### config.mk
export PLATFORM = sky130hd
export DESIGN_NAME = ts_capture_latch
export DESIGN_NICKNAME = d
export VERILOG_FILES = /design/src/rtl/ts_pkg.sv /design/src/rtl/ts_rx_classifier.sv /design/src/rtl/ts_latch.sv /design/src/rtl/ts_capture_latch.sv
export SDC_FILE = /design/constraint.sdc
export NUM_CORES = 1
export LEC_CHECK = 0
export BUFFER_PORTS_ARGS = -buffer_cell sky130_fd_sc_hd__buf_2
export CORE_AREA = 3 3 111 113
export CTS_CLUSTER_DIAMETER = 60
export DETAILED_ROUTE_END_ITERATION = 7
export DIE_AREA = 0 0 114 116
export PLACE_DENSITY = 0.8
export SLEW_MARGIN = 25
export SYNTH_ARGS = -nofsm -noshare
export SYNTH_HDL_FRONTEND = slang
export SYNTH_SLANG_ARGS = --single-unit
### constraint.sdc
create_clock -name clk_i -period 1.9 [get_ports clk_i]
set_input_delay 0.38 -clock clk_i [delete_from_list [all_inputs] [get_ports clk_i]]
set_output_delay 0.38 -clock clk_i [all_outputs]
set_load 0.005 [all_outputs]
### src/rtl/ts_pkg.sv
package ts_pkg;
  localparam int unsigned TIME_W = 64;
  localparam int unsigned WORD_W = 32;
  localparam logic [15:0] ETH_PTP = 16'h88F7;
  typedef enum logic { MODE_V1_L4 = 1'b0, MODE_V2_EVT = 1'b1 } rx_mode_e;
endpackage

### src/rtl/ts_rx_classifier.sv
module ts_rx_classifier
  import ts_pkg::*;
(
  input  logic        mode_i,
  input  logic [31:0] match_cfg_i,
  input  logic        l2_filter_en_i,
  input  logic        is_l2_i,
  input  logic        is_udp_i,
  input  logic [15:0] ethertype_i,
  input  logic [15:0] dport_i,
  input  logic [3:0]  ver_i,
  input  logic [3:0]  msg_type_i,
  output logic        hit_o
);
  logic port_ok, v1_hit, v2_evt, v2_hit;

  always_comb begin
    port_ok = is_udp_i && (dport_i == match_cfg_i[31:16]);
    v1_hit  = port_ok && (ver_i == 4'd1) && (msg_type_i == match_cfg_i[3:0]);
    // v2: all event types stamped, msg code field ignored
    v2_evt  = (ver_i == 4'd2) && (msg_type_i[3:2] == 2'b00);
    v2_hit  = v2_evt && (port_ok ||
              (l2_filter_en_i && is_l2_i && ethertype_i == ETH_PTP));
    hit_o   = (rx_mode_e'(mode_i) == MODE_V2_EVT) ? v2_hit : v1_hit;
  end

  always_comb begin
    if (!is_udp_i && !l2_filter_en_i)
      assert_no_hit_without_transport_R5: assert (!hit_o);
  end
endmodule

### src/rtl/ts_latch.sv
module ts_latch #(
  parameter int unsigned TIME_W = 64
) (
  input  logic              clk_i,
  input  logic              rst_ni,
  input  logic              en_i,
  input  logic              sop_i,
  input  logic              hit_i,
  input  logic              rd_hi_i,
  input  logic [TIME_W-1:0] time_i,
  output logic              valid_o,
  output logic [TIME_W-1:0] stamp_o
);
  logic              valid_q;
  logic [TIME_W-1:0] stamp_q;

  always_ff @(posedge clk_i or negedge rst_ni) begin
    if (!rst_ni) begin
      valid_q <= 1'b0;
      stamp_q <= '0;
    end else if (!en_i) begin
      valid_q <= 1'b0;
    end else if (valid_q) begin
      if (rd_hi_i) valid_q <= 1'b0;
    end else if (sop_i && hit_i) begin
      valid_q <= 1'b1;
      stamp_q <= time_i;
    end
  end

  assign valid_o = valid_q;
  assign stamp_o = stamp_q;

  assert_capture_R2: assert property (@(posedge clk_i) disable iff (!rst_ni)
    (en_i && sop_i && hit_i && !valid_q) |=> (valid_q && stamp_q == $past(time_i)));
  assert_hold_stable_R6: assert property (@(posedge clk_i) disable iff (!rst_ni)
    valid_q |=> $stable(stamp_q));
  assert_release_R7: assert property (@(posedge clk_i) disable iff (!rst_ni)
    (valid_q && rd_hi_i) |=> !valid_q);
  assert_disable_clears_R8: assert property (@(posedge clk_i) disable iff (!rst_ni)
    !en_i |=> !valid_q);
endmodule

### src/rtl/ts_capture_latch.sv
module ts_capture_latch
  import ts_pkg::*;
(
  input  logic              clk_i,
  input  logic              rst_ni,
  input  logic [TIME_W-1:0] time_i,
  input  logic              rx_en_i,
  input  logic              rx_mode_i,
  input  logic [31:0]       match_cfg_i,
  input  logic              l2_filter_en_i,
  input  logic              rx_sop_i,
  input  logic              rx_is_l2_i,
  input  logic              rx_is_udp_i,
  input  logic [15:0]       rx_ethertype_i,
  input  logic [15:0]       rx_dport_i,
  input  logic [3:0]        rx_ver_i,
  input  logic [3:0]        rx_msg_type_i,
  input  logic              rx_rd_hi_i,
  input  logic              tx_en_i,
  input  logic              tx_sop_i,
  input  logic              tx_stamp_req_i,
  input  logic              tx_rd_hi_i,
  output logic              rx_valid_o,
  output logic [WORD_W-1:0] rx_stamp_lo_o,
  output logic [WORD_W-1:0] rx_stamp_hi_o,
  output logic              tx_valid_o,
  output logic [WORD_W-1:0] tx_stamp_lo_o,
  output logic [WORD_W-1:0] tx_stamp_hi_o
);
  logic              rx_hit;
  logic [TIME_W-1:0] rx_stamp, tx_stamp;

  ts_rx_classifier u_cls (
    .mode_i        (rx_mode_i),
    .match_cfg_i   (match_cfg_i),
    .l2_filter_en_i(l2_filter_en_i),
    .is_l2_i       (rx_is_l2_i),
    .is_udp_i      (rx_is_udp_i),
    .ethertype_i   (rx_ethertype_i),
    .dport_i       (rx_dport_i),
    .ver_i         (rx_ver_i),
    .msg_type_i    (rx_msg_type_i),
    .hit_o         (rx_hit)
  );

  ts_latch #(.TIME_W(TIME_W)) u_rx_latch (
    .clk_i, .rst_ni,
    .en_i   (rx_en_i),
    .sop_i  (rx_sop_i),
    .hit_i  (rx_hit),
    .rd_hi_i(rx_rd_hi_i),
    .time_i (time_i),
    .valid_o(rx_valid_o),
    .stamp_o(rx_stamp)
  );

  ts_latch #(.TIME_W(TIME_W)) u_tx_latch (
    .clk_i, .rst_ni,
    .en_i   (tx_en_i),
    .sop_i  (tx_sop_i),
    .hit_i  (tx_stamp_req_i),
    .rd_hi_i(tx_rd_hi_i),
    .time_i (time_i),
    .valid_o(tx_valid_o),
    .stamp_o(tx_stamp)
  );

  assign rx_stamp_lo_o = rx_stamp[WORD_W-1:0];
  assign rx_stamp_hi_o = rx_stamp[TIME_W-1:WORD_W];
  assign tx_stamp_lo_o = tx_stamp[WORD_W-1:0];
  assign tx_stamp_hi_o = tx_stamp[TIME_W-1:WORD_W];

  assert_tx_no_req_R9: assert property (@(posedge clk_i) disable iff (!rst_ni)
    (!tx_valid_o && !(tx_sop_i && tx_stamp_req_i)) |=> !tx_valid_o);
endmodule

==> flow_metrics.py <==
metrics = {
    "drt": {
        "dr_wl_met3_mm": 1.05,
        "dr.max_layer_used": "met4",
        "drtIter0Drc": 77,
        "drt-total-wl_mm": 13.5,
        "wl_met2_mm": 7.58,
        "drc": 0,
        "m1WireLength_mm": 4.59,
        "ant_nets": 0,
        "wl_per_cell_um": 17.9,
        "drt-pass1-iter-count": 5,
        "num_vias": 3786,
        "viasPerCell": 5.00,
    },
    "synth": {
        "syn_area_sq_um": 5130,
        "ys.flop_type": "dfrtp_1",
        "synth_edf_count": 0,
        "synth_seq_cells": 130,
        "synthArstFlopShare_pct": 100,
        "seq_area_frac_synth_pct": 63.4,
        "synth_warnings": 0,
        "synth_top_area_share_pct": 63.4,
        "avgSynthCellArea_sq_um": 16.1,
        "synth.most_common_cell": "dfrtp_1",
        "yosys-top-cells-area": "dfrtp_1 (63%), mux2_2 (17%), mux2_1 (11%), xnor2_1 (2.2%), xor2_1 (1.2%)",
        "syn_nets": 468,
        "syn_inst": 319,
        "ys_top_cells_by_count": "dfrtp_1 (130), mux2_2 (79), mux2_1 (49)",
        "synth_cell_types": 21,
        "yosys.area.top_type": "dfrtp_1",
    },
    "critical_path": {
        "crit_buf_inv": 3,
        "slowest_delay_ns": 0.35,
        "crit_path_start_kind": "input port",
        "slowest_stage": "mux2_2",
        "crit_arrival_ns": 2.17,
        "path_cells": "buf_2 -> xor2_1 -> nor4_2 -> nand4_1 -> a221oi_4 -> buf_6 -> buf_12 -> mux2_2",
        "critPathTopFamily": "simple AND/OR/NAND/NOR gates",
        "critPathCaptureType": "flip-flop",
        "path_max_fanout": 25,
        "crit_type": "input port to flip-flop",
        "critPathRequiredTime_ns": 2.19,
    },
    "sta": {
        "rsz0062_at_grt": "true",
        "fin_skew_ns": 0.00714,
        "worst-slew-pin-transition_ns": 0.378,
        "setup_violations": 0,
        "slew_viol_final": 0,
        "max_freq_mhz": 530,
        "slew_headroom_pct": 74.8,
        "whs_ns": 0.157,
        "finalCriticalPeriod_ns": 1.89,
        "fin_crit_sh_pct": 99.2,
        "hold_viol_final": 0,
        "setup_ws_ns": 0.0149,
    },
    "global_routing": {
        "grt_pass1_wl_mm": 19.8,
        "grt_max_degree": 73,
        "grt_antenna_before_repair": 1,
        "grtUsageTotal_pct": 19.8,
        "first_global_vias": 4026,
        "grt-ovfl-total": 0,
    },
    "floorplan": {
        "core_area_sq_um": 11400,
        "die_w_um": 114,
        "start_util_pct": 45.0,
        "ioPinCount": 279,
        "die_y_um": 116,
        "die-area_sq_um": 13200,
        "rows": 39,
    },
    "cts": {
        "clock_latency_ns": 0.41,
        "htree_levels": 4,
        "cts-root-buf": "clkbuf_16",
        "path_clk_slew_ns": 0.05,
        "cts_max_path_buffers": 2,
        "cts_buffers": 17,
        "cts_num_sinks": 130,
        "cts_tree": "yes",
    },
    "placement": {
        "dp_hpwl_mm": 9.83,
        "dp_slack_ns": -0.546,
        "place.gp.congestion": 0.742,
        "port_buffers": 266,
        "placed_area_sq_um": 6670,
    },
    "final_layout": {
        "fin_area_sq_um": 7360,
        "fin_nets": 751,
        "post-route-util_pct": 64.4,
        "area_growth_pct": 43.3,
        "drive_gt1_share_pct": 65.3,
        "num-fill-cells": 850,
    },
    "job": {
        "drv_cap": 0,
    },
    "power_and_ir_drop": {
        "total_power_mw": 7.00,
        "power.leakage_nw": 3.99,
        "p_per_area_nw_per_um2": 952,
        "peakVddDrop_uv": 705,
    },
    "outcome": {
        "status": "complete, no violations",
    },
    "min_path": {
        "hp-class": "input port to flip-flop",
    },
}
-- per-stage QoR --
step | TNS (ns) | cells
finish | 0 | 757
global route | -1.47 | 757
CTS | 0 | 754
detailed placement | -32.21 | 720
global placement | -31.08 | 720
floorplan | -1.36 | 319
-- metal layers --
metal | global-route usage (%) | vias up
li1 | - | 1714
met1 | 18.5 | 1884
met2 | 38.0 | 168
met3 | 7.05 | 20
met4 | 9.42 | 0
met5 | 0 | -
-- worst paths after layout --
kind | start | end | slack, ns | cells past startpoint
worst max-delay path | match_cfg_i[22] | u_rx_latch.stamp_o[2] | 0.01 | 8
worst min-delay path | rx_rd_hi_i | u_rx_latch.valid_o | 0.16 | 2
worst max register to register | u_rx_latch.valid_o | u_rx_latch.stamp_o[2] | 0.09 | 6
worst min register to register | u_rx_latch.stamp_o[16] | u_rx_latch.stamp_o[16] | 0.48 | 1
max in group asynchronous | rst_ni | u_tx_latch.stamp_o[8] | 0.99 | 3
min in group asynchronous | rst_ni | u_tx_latch.stamp_o[52] | 0.33 | 2
-- cells in the final DEF (no fill, tap or decap), drive strengths merged --
| cell type | synthesis | routed |
|---|---|---|
| dfrtp | 130 | 130 |
| nor2 | 3 | 3 |
| xnor2 | 13 | 13 |
| a221oi | 1 | 1 |
| nor4b | 2 | 2 |
| o21ai | 1 | 1 |
| nand4 | 6 | 6 |
| o21bai | 1 | 1 |
| nand4b | 3 | 3 |
| diode | 0 | 1 |
| nor3 | 2 | 2 |
| nand2b | 1 | 1 |
| nand3 | 1 | 1 |
| mux2 | 128 | 128 |
| nor4 | 2 | 2 |
| nand2 | 4 | 4 |
| xor2 | 7 | 7 |
| dlygate4sd3 | 0 | 1 |
| clkbuf | 7 | 24 |
| buf | 7 | 276 |
| clkinv | 0 | 7 |
-- registers in the layout (all words and copies together) (netlist names) --
register,cells
u_rx_latch.stamp_o,64
u_tx_latch.stamp_o,64
u_rx_latch.valid_o,1
u_tx_latch.valid_o,1
-- cells by family (layout without fill, tap and decap cells) --
logic type	count (synthesis)	in the layout	share of synthesized area (%)
xor+xnor	20	20	3.41
flops	130	130	63.4
simple gates	24	24	2.75
buf+inv	14	308	1.85
other cells	0	1	0
mux	128	128	28.1
compound gates	3	3	0.536
-- repair_timing --
action,4_1_cts,5_1_grt
setup endpoints to repair,64,64
setup buffers,2,0
resized for setup,6,14
gates cloned,1,2
pin swaps,3,0
hold buffers,1,0
endpoints found under the hold margin,4,0
-- power breakdown --
| group | switching [mW] | internal, mW | leakage [nW] |
|---|---|---|---|
| clock network | 1.08 | 1.74 | 0.262 |
| registers | 0.143 | 3.07 | 1.68 |
| logic | 0.411 | 0.566 | 2.05 |
-- cell type report --
cell class / instances / area, sq um / share of cell area [%]
Antenna cell: 1 / 2.50 / 0.0340
Clock buffer: 23 / 478 / 6.50
Clock inverter: 7 / 35.0 / 0.476
Multi-Input combinational cell: 175 / 1870 / 25.4
Sequential cell: 130 / 3250 / 44.2
Tap cell: 143 / 179 / 2.43
Timing Repair Buffer: 278 / 1540 / 20.9
-- worst register-to-register path, cell delays in order, from the launching register on --
cell and delay, ns:
dfrtp_1 0.40, nor4b_2 0.24, nand2_1 0.13, a221oi_4 0.23, buf_6 0.16, buf_12 0.18, mux2_2 0.37
No activity file was read; power rests on OpenSTA's default activity.
